<file path="config.mk">
export PLATFORM = sky130hd
export DESIGN_NAME = ctl_op_screen
export DESIGN_NICKNAME = d
export VERILOG_FILES = /design/src/rtl/ctlop_pkg.sv /design/src/rtl/ctlop_classify.sv /design/src/rtl/ctlop_sreg_map.sv /design/src/rtl/ctlop_fsm.sv /design/src/rtl/ctl_op_screen.sv
export SDC_FILE = /design/constraint.sdc
export NUM_CORES = 1
export LEC_CHECK = 0
export BUFFER_PORTS_ARGS = -buffer_cell sky130_fd_sc_hd__buf_2
export CAP_MARGIN = 15
export CORE_AREA = 3 3 60 62
export CTS_BUF_LIST = sky130_fd_sc_hd__clkbuf_4
export DETAILED_ROUTE_END_ITERATION = 8
export DIE_AREA = 0 0 63 65
export PLACE_DENSITY = 0.74
export RECOVER_POWER = 50
export SYNTH_ARGS = -nofsm -noshare
export SYNTH_HDL_FRONTEND = slang
export SYNTH_SLANG_ARGS = --single-unit
export TNS_END_PERCENT = 1
</file>
<file path="constraint.sdc">
create_clock -name clk -period 1.85 [get_ports clk]
set_input_delay 0.37 -clock clk [delete_from_list [all_inputs] [get_ports clk]]
set_output_delay 0.37 -clock clk [all_outputs]
set_load 0.1 [all_outputs]
</file>
<file path="src/rtl/ctlop_pkg.sv">
package ctlop_pkg;

    localparam int CAUSE_W = 4;
    localparam int MOVN_W  = 4;

    typedef enum logic [3:0] {
        K_NONE, K_SWI, K_UNIMPL, K_SYNC, K_WAND, K_BKPT,
        K_GIE, K_GID, K_RTI, K_MOVTS, K_MOVFS, K_BAD
    } op_kind_t;

    typedef enum logic [2:0] {
        ST_IDLE, ST_EXC, ST_CTRL, ST_VIOL, ST_ILL
    } out_state_t;

    localparam logic [15:0] OPW_SWI  = 16'h01E2;
    localparam logic [15:0] OPW_SYNC = 16'h01F2;
    localparam logic [15:0] OPW_WAND = 16'h0182;
    localparam logic [15:0] OPW_BKPT = 16'h03C2;
    localparam logic [15:0] OPW_GIE  = 16'h0192;
    localparam logic [15:0] OPW_GID  = 16'h0392;
    localparam logic [15:0] OPW_RTI  = 16'h01D2;
    localparam logic [31:0] OPW_UNIMPL = 32'h000F000F;
    localparam logic [9:0]  OPW_MOVTS_LO = 10'h102;
    localparam logic [9:0]  OPW_MOVFS_LO = 10'h112;

    function automatic logic kind_is_priv(op_kind_t k);
        return (k == K_GIE) || (k == K_GID) || (k == K_RTI) ||
               (k == K_MOVTS) || (k == K_MOVFS);
    endfunction

endpackage

</file>
<file path="src/rtl/ctlop_classify.sv">
module ctlop_classify
    import ctlop_pkg::*;
(
    input  logic [31:0]       word,
    input  logic              is32,
    output op_kind_t          kind,
    output logic [MOVN_W-1:0] mov_num
);

    logic [15:0] lo;
    logic        mov_frame;

    assign lo        = word[15:0];
    assign mov_frame = (lo[15:14] == 2'b00);
    assign mov_num   = lo[13:10];

    always_comb begin
        kind = K_BAD;
        if (is32) begin
            if (word == OPW_UNIMPL) kind = K_UNIMPL;
        end else begin
            if      (lo == OPW_SWI)  kind = K_SWI;
            else if (lo == OPW_SYNC) kind = K_SYNC;
            else if (lo == OPW_WAND) kind = K_WAND;
            else if (lo == OPW_BKPT) kind = K_BKPT;
            else if (lo == OPW_GIE)  kind = K_GIE;
            else if (lo == OPW_GID)  kind = K_GID;
            else if (lo == OPW_RTI)  kind = K_RTI;
            else if (mov_frame && lo[9:0] == OPW_MOVTS_LO) kind = K_MOVTS;
            else if (mov_frame && lo[9:0] == OPW_MOVFS_LO) kind = K_MOVFS;
        end
    end

    // a 32-bit word only ever classifies as the unimplemented exception or illegal
    always_comb begin
        if (is32) a_r4_wide_class: assert (kind == K_UNIMPL || kind == K_BAD);
    end

endmodule

</file>
<file path="src/rtl/ctlop_sreg_map.sv">
module ctlop_sreg_map #(
    parameter int          ADDR_W = 20,
    parameter int          NUM_W  = 4,
    parameter logic [31:0] BASE   = 32'h000F_0400
) (
    input  logic [ADDR_W-1:0] addr,
    output logic [NUM_W-1:0]  num,
    output logic              ok
);

    localparam logic [ADDR_W-1:0] BASE_V = ADDR_W'(BASE);
    localparam logic [ADDR_W-1:0] LO_V   = ADDR_W'(BASE + 32'd4);
    localparam logic [ADDR_W-1:0] HI_V   = ADDR_W'(BASE + 32'd4 * (32'd1 << NUM_W));

    logic [ADDR_W-1:0] slot;

    assign slot = (addr - BASE_V) >> 2;
    assign num  = NUM_W'(slot - ADDR_W'(1));
    assign ok   = (addr[1:0] == 2'b00) && (addr >= LO_V) && (addr <= HI_V);

    // a valid slot is always word aligned and inside the window
    always_comb begin
        if (ok) a_r11_slot_in_window: assert (addr[1:0] == 2'b00 && addr > BASE_V);
    end

endmodule

</file>
<file path="src/rtl/ctlop_fsm.sv">
module ctlop_fsm
    import ctlop_pkg::*;
#(
    parameter int GEN       = 0,
    parameter int LATCH_W   = 10,
    parameter int LATCH_BIT = 1
) (
    input  logic               clk,
    input  logic               rst_n,
    input  logic               in_valid,
    input  op_kind_t           kind,
    input  logic [MOVN_W-1:0]  mov_num_in,
    input  logic               priv_on,
    input  logic               super_mode,
    output logic [LATCH_W-1:0] exc_latch,
    output logic [CAUSE_W-1:0] exc_cause,
    output logic               sync_en,
    output logic               wand_en,
    output logic               bkpt_en,
    output logic               gie_en,
    output logic               gid_en,
    output logic               rti_en,
    output logic               sreg_mov_en,
    output logic               sreg_mov_to,
    output logic [MOVN_W-1:0]  sreg_mov_num,
    output logic               priv_viol,
    output logic               illegal_op
);

    logic [CAUSE_W-1:0] code_swi;
    logic [CAUSE_W-1:0] code_uni;

    generate
        if (GEN == 0) begin : g_gen_a
            assign code_swi = 4'b0001;
            assign code_uni = 4'b0100;
        end else begin : g_gen_b
            assign code_swi = 4'b1110;
            assign code_uni = 4'b1111;
        end
    endgenerate

    out_state_t         state, nxt;
    op_kind_t           kind_q;
    logic [MOVN_W-1:0]  num_q;
    logic [CAUSE_W-1:0] cause_q;
    logic               blocked;

    assign blocked = priv_on && !super_mode;

    always_comb begin
        nxt = ST_IDLE;
        if (in_valid) begin
            unique case (kind)
                K_SWI, K_UNIMPL:                      nxt = ST_EXC;
                K_SYNC, K_WAND, K_BKPT:               nxt = ST_CTRL;
                K_GIE, K_GID, K_RTI, K_MOVTS, K_MOVFS: nxt = blocked ? ST_VIOL : ST_CTRL;
                K_BAD:                                nxt = ST_ILL;
                default:                              nxt = ST_IDLE;
            endcase
        end
    end

    always_ff @(posedge clk) begin
        if (!rst_n) state <= ST_IDLE;
        else        state <= nxt;
    end

    always_ff @(posedge clk) begin
        if (!rst_n) begin
            kind_q  <= K_NONE;
            num_q   <= '0;
            cause_q <= '0;
        end else begin
            kind_q <= in_valid ? kind : K_NONE;
            num_q  <= mov_num_in;
            if (nxt == ST_EXC) cause_q <= (kind == K_UNIMPL) ? code_uni : code_swi;
        end
    end

    assign exc_cause = cause_q;

    always_comb begin
        exc_latch    = '0;
        sync_en      = 1'b0;
        wand_en      = 1'b0;
        bkpt_en      = 1'b0;
        gie_en       = 1'b0;
        gid_en       = 1'b0;
        rti_en       = 1'b0;
        sreg_mov_en  = 1'b0;
        sreg_mov_to  = 1'b0;
        sreg_mov_num = num_q;
        priv_viol    = 1'b0;
        illegal_op   = 1'b0;
        unique case (state)
            ST_IDLE: ;
            ST_EXC:  exc_latch[LATCH_BIT] = 1'b1;
            ST_CTRL: begin
                sync_en     = (kind_q == K_SYNC);
                wand_en     = (kind_q == K_WAND);
                bkpt_en     = (kind_q == K_BKPT);
                gie_en      = (kind_q == K_GIE);
                gid_en      = (kind_q == K_GID);
                rti_en      = (kind_q == K_RTI);
                sreg_mov_en = (kind_q == K_MOVTS) || (kind_q == K_MOVFS);
                sreg_mov_to = (kind_q == K_MOVTS);
            end
            ST_VIOL: priv_viol  = 1'b1;
            ST_ILL:  illegal_op = 1'b1;
            default: ;
        endcase
    end

    logic any_en;
    assign any_en = sync_en | wand_en | bkpt_en | gie_en | gid_en | rti_en | sreg_mov_en;

    // an idle input cycle leaves every outcome output low next cycle
    a_r10_idle_quiet: assert property (@(posedge clk) disable iff (!rst_n)
        !in_valid |=> (exc_latch == '0 && !any_en && !priv_viol && !illegal_op));

    // the cause register moves only together with an exception request
    a_r9_cause_hold: assert property (@(posedge clk) disable iff (!rst_n)
        (exc_latch == '0) |-> $stable(exc_cause));

    // a blocked privileged opcode yields a violation and no enable
    a_r6_viol_blocks: assert property (@(posedge clk) disable iff (!rst_n)
        (in_valid && blocked && kind_is_priv(kind)) |=> (priv_viol && !any_en));

    // the unimplemented opcode loads its generation's code
    a_r2_unimpl_cause: assert property (@(posedge clk) disable iff (!rst_n)
        (in_valid && kind == K_UNIMPL) |=> (exc_cause == code_uni && exc_latch[LATCH_BIT]));

    // an unknown word flags illegal and raises nothing
    a_r8_ill_no_exc: assert property (@(posedge clk) disable iff (!rst_n)
        (in_valid && kind == K_BAD) |=> (illegal_op && exc_latch == '0));

endmodule

</file>
<file path="src/rtl/ctl_op_screen.sv">
module ctl_op_screen
    import ctlop_pkg::*;
#(
    parameter int          GEN        = 0,
    parameter int          LATCH_W    = 10,
    parameter int          LATCH_BIT  = 1,
    parameter int          ADDR_W     = 20,
    parameter int          SREG_NUM_W = 4,
    parameter logic [31:0] SREG_BASE  = 32'h000F_0400
) (
    input  logic                  clk,
    input  logic                  rst_n,
    input  logic                  in_valid,
    input  logic [31:0]           in_word,
    input  logic                  in_is32,
    input  logic                  cfg_priv_en,
    input  logic                  stat_super,
    input  logic [ADDR_W-1:0]     sra_addr,
    output logic [LATCH_W-1:0]    exc_latch,
    output logic [3:0]            exc_cause,
    output logic                  sync_en,
    output logic                  wand_en,
    output logic                  bkpt_en,
    output logic                  gie_en,
    output logic                  gid_en,
    output logic                  rti_en,
    output logic                  sreg_mov_en,
    output logic                  sreg_mov_to,
    output logic [3:0]            sreg_mov_num,
    output logic                  priv_viol,
    output logic                  illegal_op,
    output logic [SREG_NUM_W-1:0] sra_num,
    output logic                  sra_ok
);

    op_kind_t          kind;
    logic [MOVN_W-1:0] mov_num;

    ctlop_classify u_cls (
        .word    (in_word),
        .is32    (in_is32),
        .kind    (kind),
        .mov_num (mov_num)
    );

    ctlop_fsm #(
        .GEN       (GEN),
        .LATCH_W   (LATCH_W),
        .LATCH_BIT (LATCH_BIT)
    ) u_fsm (
        .clk          (clk),
        .rst_n        (rst_n),
        .in_valid     (in_valid),
        .kind         (kind),
        .mov_num_in   (mov_num),
        .priv_on      (cfg_priv_en),
        .super_mode   (stat_super),
        .exc_latch    (exc_latch),
        .exc_cause    (exc_cause),
        .sync_en      (sync_en),
        .wand_en      (wand_en),
        .bkpt_en      (bkpt_en),
        .gie_en       (gie_en),
        .gid_en       (gid_en),
        .rti_en       (rti_en),
        .sreg_mov_en  (sreg_mov_en),
        .sreg_mov_to  (sreg_mov_to),
        .sreg_mov_num (sreg_mov_num),
        .priv_viol    (priv_viol),
        .illegal_op   (illegal_op)
    );

    ctlop_sreg_map #(
        .ADDR_W (ADDR_W),
        .NUM_W  (SREG_NUM_W),
        .BASE   (SREG_BASE)
    ) u_map (
        .addr (sra_addr),
        .num  (sra_num),
        .ok   (sra_ok)
    );

endmodule

</file>
# ---- Word level (Yosys, flattened, before mapping)
# Index checks and enable logic that the tools add are counted.
dict set report totals {
  reg_bits 15
  latchBits 0
  mem_bits_rw 0
  mem_bits_ro 0
  in_bits 58
  out_inout_bits 33
  n_memories 0
}
dict set report op_classes {
  add_sub_neg 2
  mul 0
  n_div 0
  magnitude_cmp 2
  n_eq_ne 34
  shifts 0
  muxes 26
  bitwise_logic 0
  n_reduce_logical 13
}
# cell n
set ops {}
lappend ops {{$eq A16 B9 Y1 const B} 5}
lappend ops {{$mux W4} 10}
lappend ops {{$eq A16 B10 Y1 const B} 2}
lappend ops {{$eq A32 B20 Y1 const B} 1}
lappend ops {{$eq A4 B3 Y1 const B} 8}
lappend ops {{$eq A4 B4 Y1 const B} 7}
lappend ops {{$eq A10 B9 Y1 const B} 2}
lappend ops {{$ge A20 B20 Y1 const B} 1}
lappend ops {{$le A20 B20 Y1 const B} 1}
lappend ops {{$mux W1} 13}
lappend ops {{$eq A4 B2 Y1 const B} 3}
lappend ops {{$pmux W3 S4} 1}
lappend ops {{$eq A3 B1 Y1 const B} 2}
lappend ops {{$eq A3 B2 Y1 const B} 2}
lappend ops {{$mux W3} 2}
lappend ops {{$sub A6 B1 Y6 const B} 1}
lappend ops {{$logic_and A1 B1 Y1} 5}
lappend ops {{$reduce_or A5 Y1} 1}
lappend ops {{$eq A4 B1 Y1 const B} 1}
lappend ops {{$logic_not A2 Y1} 2}
lappend ops {{$sub A4 B1 Y4 const B} 1}
lappend ops {{$eq A3 B3 Y1 const B} 1}
lappend ops {{$reduce_or A3 Y1} 1}
lappend ops {{$reduce_and A2 Y1} 1}
lappend ops {{3 further kinds} 3}

# ---- Longest topological paths before layout
# Gate-level depths: netlist of run 1.
dict set report logic_depth {
  ltp_word 17
  depth_mapped 6
  depth_no_buf 5
}

# ---- Hierarchy
# A second synthesis of run 1 with hierarchy kept.
dict set report hier_totals {
  cells_unflattened 129
  hier_area_um2 1089.8
}
# module instances cells_per_inst area_per_inst_um2
set modules_own_cells {}
lappend modules_own_cells {ctlop_fsm 1 69 639.4}
lappend modules_own_cells {ctlop_classify 1 41 292.8}
lappend modules_own_cells {ctlop_sreg_map 1 19 157.7}

# ---- Worst setup path before layout of run 1
# Ideal clock, no wire load.
dict set report synth_timing {
  path_kind {input -> output}
  startpoint {input port sra_addr[2]}
  endpoint {output port sra_ok}
  t_arrival_ps 6059
  t_required_ps 1480
  path_slack_ps -4579
  stages 4
  n_path_buf 0
  cell_sequence {inv_1 > ha_1 > nand2_1 > a2111oi_0}
}
dict set report synth_between {
  elab_chain_len 3
}
# element line
set synth_lines {}
lappend synth_lines {{from (decl)} ctl_op_screen.sv:18} ;# input logic [ADDR_W-1:0] sra_addr,
lappend synth_lines {{$ge A20 B20 Y1} ctlop_sreg_map.sv:19} ;# assign ok = (addr[1:0] == 2'b00) && (addr >= LO_V) && (addr <= HI_V);
lappend synth_lines {{$logic_and A1 B1 Y1} ctlop_sreg_map.sv:19}
lappend synth_lines {{$logic_and A1 B1 Y1 *} ctlop_sreg_map.sv:19}
lappend synth_lines {{to (decl)} ctl_op_screen.sv:33} ;# output logic sra_ok
# Every way passes the cells marked *; elsewhere a longest branch is shown, timed or not.

# ---- Worst setup path after layout of run 1
dict set report layout_timing {
  startpoint {register u_fsm.state[2]}
  endpoint {output port wand_en}
}
dict set report layout_between {
  elab_chain_len 2
}
# element line
set layout_lines {}
lappend layout_lines {{from (decl)} ctlop_fsm.sv:43} ;# out_state_t state, nxt;
lappend layout_lines {{from (signal assigned)} ctlop_fsm.sv:66} ;# else state <= nxt;
lappend layout_lines {{$eq A3 B2 Y1} ctlop_fsm.sv:96} ;# unique case (state)
lappend layout_lines {{$mux W1} ctlop_fsm.sv:96}
lappend layout_lines {{to (decl)} ctl_op_screen.sv:22} ;# output logic wand_en,
# Every way passes these cells.

==> impl_metrics.csv, run 1 <==
group,metric,value,unit
run_status,status,"complete, but fails checks",
run_status,violations,"setup timing",
setup_path,cp-start-kind,"flop",
logic_synthesis,synth_edf_count,0,
logic_synthesis,avgSynthCellArea,8.01,sq um
pwr,power_switching,0.382,mW
route,first_pass_iters,4,
place,place_ws,-0.124,ns
route,viasPerCell,4.83,
sta,setup_viol,6,
sta,slew_headroom,0.631,
logic_synthesis,ys_top_cells_by_count,"dfxtp_1 (13), buf_4 (11), nor2_1 (10), nor3_1 (9), nand2_1 (8)",
floorplan,ios,91,
pwr,power_density,469,nW/um^2
final_layout,diodes,0,
logic_synthesis,synth_area,1060,sq um
setup_path,slowest_stage,"or4b_4",
sta,fin_ws,-0.187,ns
pwr,peakVddDrop,0.306,mV
cts,clk_latency,0.28,ns
final_layout,syn_to_final_growth,75.4,%
global_routing,grt_overflow,0,
place,dpl-instance-area,1800,sq um
global_routing,grt_pass1_wl,5.02,mm
setup_path,cp.depth,4,
cts,clockBufferDepth,2,
final_layout,utilization,0.607,
logic_synthesis,synth_top_family_by_area,"simple AND/OR/NAND/NOR gates",
logic_synthesis,synth_fa_ha_area_frac,0.0235,
place,routabilityCongestion,0.773,
cts,clock-root-buffer,"clkbuf_4",
setup_path,crit_family,"simple AND/OR/NAND/NOR gates",
setup_path,worstPathMaxFanout,4,
sta,period_share,1.10,
route,drt-wirelength-per-cell,11.3,microns
global_routing,antenna_found_initial,0,
cts,post_cts_buffers,0,
floorplan,start_util,0.346,
place,hpwl,2.72,mm
setup_path,worstPathArrival,1.67,ns
route,drt-total-wl,3.04,mm
setup_path,cp-startpoint,"u_fsm.state[2]",
final_layout,final_net_count,286,
floorplan,placementRows,20,
cts,numCtsBuffers,3,
floorplan,die_w,63,microns
logic_synthesis,synth_flop_cell,"dfxtp_1",
run,maxCapViolCount,0,
route,drt_iter0_markers,25,
global_routing,grt_start_max_net_pins,9,
pwr,swShare,0.436,
pwr,cellLeakagePower,0.867,nW
sta,final_max_slew_viol_count,0,
final_layout,drive_above_1_share,0.551,
route,antenna_left,0,
logic_synthesis,yosysUniqueCellTypes,46,
logic_synthesis,ys_top_cells_by_area,"dfxtp_1 (24%), buf_4 (7.8%), nor3_1 (4.2%)",
global_routing,grt_pass1_vias,1266,
floorplan,core,3080,sq um
logic_synthesis,postSynth.asyncResetShare,0,
cts,cts_tree,"yes",
pwr,p_clk_frac,0.212,
setup_path,endpoint_kind,"output pin",
floorplan,die_h,65,microns
logic_synthesis,synth_compound_area_frac,0.127,
setup_path,max_stage_delay,0.57,ns
logic_synthesis,synth-seq-cells,13,
final_layout,final_cells,269,
sta,setup-tns-final,-0.772,ns
sta,period_needed,2.04,ns
sta,hold_violations,0,
sta,finClkSkew,0,ns
logic_synthesis,ys.warnings.count,0,
logic_synthesis,yosysTopAreaCell,"dfxtp_1",
logic_synthesis,synth_xor_area_frac,0.0247,
logic_synthesis,ys_seq_area_frac,0.244,
global_routing,track_usage,0.150,
floorplan,dieArea,4100,sq um
route,drc,0,
place,placedCellCount,265,
setup_path,crit_type,"reg -> out",
setup_path,r2r_start,"u_fsm.exc_cause[0]",
cts,cts_max_level,1,
place,portBuffers,79,
hold_path,min_path_cells,2,
pwr,p_comb_frac,0.448,
pwr,p_int,0.495,mW
logic_synthesis,synthCells,133,
logic_synthesis,synth_simple_gate_area_frac,0.468,
route,routed-via-count,1300,
logic_synthesis,muxShareOfSynthArea,0,
setup_path,cp_cell_sequence,"nand2b_4, or4b_4, nor3_4, buf_12",
sta,worstMarginPinSlew,0.556,ns
pwr,seqPwrFrac,0.340,
sta,rsz0062_at_grt,"yes",
setup_path,critPathBufInv,1,
cts,cts.sinks,13,
hold_path,hp-class,"in -> reg",
setup_path,ff2ff_setup_slack,1.23,ns
logic_synthesis,yosys.area.top_type_share,0.244,
sta,max_freq,491,MHz
setup_path,cp.required,1.48,ns
setup_path,ff2ff_path_depth,1,
logic_synthesis,yosysMostFrequentCell,"dfxtp_1",
cts,path_clk_slew,0.07,ns
hold_path,hp-start,"in_word[10]",
final_layout,final_area,1870,sq um
[final timing paths]
path / to
max reg2reg: u_fsm.exc_cause[0]
max: wand_en
min: u_fsm.sreg_mov_num[0]
min reg2reg: u_fsm.exc_cause[2]
[cells by family after synthesis]
family,Yosys count
and+or+nand+nor,77
AOI/OAI and AO/OA,19
buffers and inverters,18
DFF,13
xor gates and xnor gates,3
adders and majority gates,2
other,1
[stage by stage]
step / hold WS [ns] / power (mW)
after CTS: 0.318 / 0.890
after global routing: 0.332 / 0.911
after floorplan: 0.492 / 0.590
final: 0.313 / 0.877
after detailed placement: 0.445 / 0.704
after global placement: 0.440 / 0.700
[area by class of cell]
| type | count | area (sq um) |
|---|---|---|
| sequential | 13 | 263 |
| tap | 44 | 55.1 |
| inverter | 6 | 26.3 |
| multi-input combinational | 112 | 850 |
| timing repair buffer | 90 | 644 |
| fill | 271 | 1210 |
| clock buffer | 4 | 30.0 |
[sequential cells by signal, summed over array words and instances, names as in the netlist]
| signal | flops |
|---|---|
| u_fsm.exc_cause | 2 |
| u_fsm.kind_q | 4 |
| u_fsm.sreg_mov_num | 4 |
| u_fsm.state | 3 |
[per-layer routing]
layer	GRT usage	wire length, microns	vias up
li1	-	-	651
met1	0.143	1090	566
met2	0.310	1610	80
met3	0.0277	314	3
met4	0.0579	22	0
met5	0	0	-
[power groups by stage]
stage | logic, mW | clock network [mW] | registers, mW
floorplan | 0.248 | 0 | 0.342
global placement | 0.398 | 0 | 0.303
detailed placement | 0.402 | 0 | 0.303
CTS | 0.404 | 0.188 | 0.297
global route | 0.414 | 0.197 | 0.299
finish | 0.393 | 0.186 | 0.298
[layout by cell type (no fill, tap or decap), types with 2 or more instances in the layout]
| cell type | netlist | layout |
|---|---|---|
| nor2_1 | 10 | 6 |
| nor3_4 | 1 | 3 |
| o211a_1 | 2 | 2 |
| nor4b_1 | 4 | 4 |
| nand4_1 | 5 | 5 |
| nor3_1 | 9 | 4 |
| o21ai_1 | 2 | 2 |
| buf_12 | 0 | 11 |
| nor3b_1 | 4 | 2 |
| nor2_2 | 0 | 4 |
| nand2b_1 | 6 | 5 |
| o21ai_0 | 2 | 2 |
| and3_1 | 3 | 3 |
| conb_1 | 1 | 11 |
| buf_4 | 11 | 11 |
| clkbuf_2 | 0 | 8 |
| nand3b_1 | 2 | 2 |
| dfxtp_2 | 0 | 2 |
| o211ai_1 | 2 | 2 |
| nand3_1 | 4 | 4 |
| buf_2 | 0 | 58 |
| a21oi_1 | 4 | 3 |
| inv_1 | 6 | 5 |
| dfxtp_1 | 13 | 11 |
| nand2_1 | 8 | 6 |
| and2_1 | 5 | 5 |
| nor3_2 | 1 | 4 |
| or4_1 | 1 | 2 |
| nor4_1 | 3 | 3 |
| clkbuf_4 | 0 | 5 |
[timing repair]
action,CTS,global route
setup endpoints to repair,9,10
pin swaps,2,1
hold buffers,0,0
gates resized for setup,11,4
(Power assumes the default switching activity.)
==> run 2, diff against run 1 <==
- RECOVER_POWER: 50 -> not set
==> impl_metrics.csv, run 2 (synthesized netlist as in run 1, its figures left out) <==
group,metric,value,unit
sta,setup_viol,6,
setup_path,worstPathArrival,1.67,ns
sta,period_share,1.10,
setup_path,cp-start-kind,"flop",
floorplan,core,3080,sq um
pwr,peakVddDrop,0.308,mV
global_routing,grt_pass1_wl,5.02,mm
pwr,p_int,0.503,mW
pwr,power_density,470,nW/um^2
run,maxCapViolCount,0,
sta,finClkSkew,0,ns
cts,post_cts_buffers,0,
cts,clockBufferDepth,2,
final_layout,diodes,0,
route,routed-via-count,1294,
sta,fin_ws,-0.186,ns
place,placedCellCount,265,
floorplan,ios,91,
pwr,seqPwrFrac,0.336,
sta,setup-tns-final,-0.770,ns
cts,hold_buffers,0,
cts,cts_max_level,1,
place,routabilityCongestion,0.773,
route,drt_iter0_markers,18,
sta,max_freq,491,MHz
route,antenna_left,0,
setup_path,endpoint_kind,"output pin",
run_status,violations,"setup timing",
route,viasPerCell,4.81,
floorplan,die_h,65,microns
run_status,status,"complete, but fails checks",
pwr,cellLeakagePower,0.880,nW
global_routing,grt_start_max_net_pins,9,
global_routing,grt_overflow,0,
pwr,p_comb_frac,0.454,
sta,period_needed,2.04,ns
global_routing,grt_pass1_vias,1266,
cts,numCtsBuffers,3,
sta,rsz0062_at_grt,"yes",
final_layout,final_common_cell,"buf_2",
pwr,power_switching,0.384,mW
route,drt-total-wl,3.04,mm
hold_path,hp-class,"in -> reg",
floorplan,placementRows,20,
floorplan,die_w,63,microns
final_layout,num-fill-cells,268,
sta,hold_violations,0,
floorplan,dieArea,4100,sq um
place,hpwl,2.72,mm
place,portBuffers,79,
pwr,swShare,0.433,
final_layout,final_net_count,286,
global_routing,antenna_found_initial,0,
sta,final_max_slew_viol_count,0,
cts,cts_tree,"yes",
cts,clk_latency,0.28,ns
final_layout,drive_above_1_share,0.560,
cts,cts.sinks,13,
setup_path,worstPathMaxFanout,4,
pwr,p_clk_frac,0.210,
cts,clock-root-buffer,"clkbuf_4",
floorplan,start_util,0.346,
route,first_pass_iters,4,
cts,path_clk_slew,0.07,ns
global_routing,track_usage,0.150,
final_layout,syn_to_final_growth,77.3,%
setup_path,crit_type,"reg -> out",
setup_path,cp.required,1.48,ns
route,drc,0,
route,drt-wirelength-per-cell,11.3,microns
final_layout,final_cell_mix,"buf_2 (66), buf_12 (12), conb_1 (11), buf_4 (11), dfxtp_1 (11)",
final_layout,final_cells,269,
## run 2: changes by cell type in the layout (fill, tap and decap cells not counted)
cell	before	now
buf_2	58	66
or4_1	2	1
buf_12	11	12
clkbuf_2	8	0
clkbuf_1	1	0
or4_4	0	1
## run 2: power groups by stage
stage	Sequential, mW	Combinational [mW]	Clock, mW
after CTS	0.297	0.404	0.188
after global routing	0.299	0.424	0.197
after floorplan	0.342	0.248	0
after global placement	0.303	0.398	0
final	0.298	0.403	0.186
after detailed placement	0.303	0.402	0
## run 2: worst max-delay path, stage by stage (launching register included)
cell	delay (ns)
dfxtp_2	0.32
nand2b_4	0.13
or4b_4	0.57
nor3_4	0.17
buf_12	0.20
## run 2: path summary, 6_finish.rpt
check,from,end,slack (ns),depth (start not counted)
min,in_word[10],u_fsm.sreg_mov_num[0],0.32,2
min reg2reg,u_fsm.exc_cause[2],u_fsm.exc_cause[2],0.45,2
max reg2reg,u_fsm.exc_cause[0],u_fsm.exc_cause[0],1.23,1
max,u_fsm.state[2],wand_en,-0.19,4
## run 2: stage by stage
stage | area, sq um | utilization | power [mW] | hold slack [ns] | setup slack, ns
after global routing | 1890 | 0.613 | 0.920 | 0.337 | -0.241
after global placement | 1800 | 0.585 | 0.700 | 0.440 | -0.0695
after detailed placement | 1800 | 0.585 | 0.704 | 0.445 | -0.124
final | 1890 | 0.613 | 0.887 | 0.317 | -0.186
after CTS | 1880 | 0.609 | 0.890 | 0.318 | -0.197
after floorplan | 1180 | - | 0.590 | 0.492 | -0.972
## run 2: routing by layer
layer / track usage / share of wire / up-vias
li1: - / - / 652
met1: 0.143 / 0.36 / 563
met2: 0.310 / 0.53 / 76
met3: 0.0277 / 0.10 / 3
met4: 0.0579 / 0.0072 / 0
met5: 0 / 0 / -
## run 2: what timing repair did
action | CTS | global route
gates resized for setup | 11 | 4
pin swaps | 2 | 1
endpoints found under the setup margin | 9 | 10
## run 2: final cells by class
type | count | area [sq um] | area share
Clock buffer | 4 | 30.0 | 0.0159
Inverter | 6 | 26.3 | 0.0139
Multi-Input combinational cell | 112 | 853 | 0.452
Sequential cell | 13 | 263 | 0.139
Tap cell | 44 | 55.1 | 0.0292
Timing Repair Buffer | 90 | 661 | 0.350
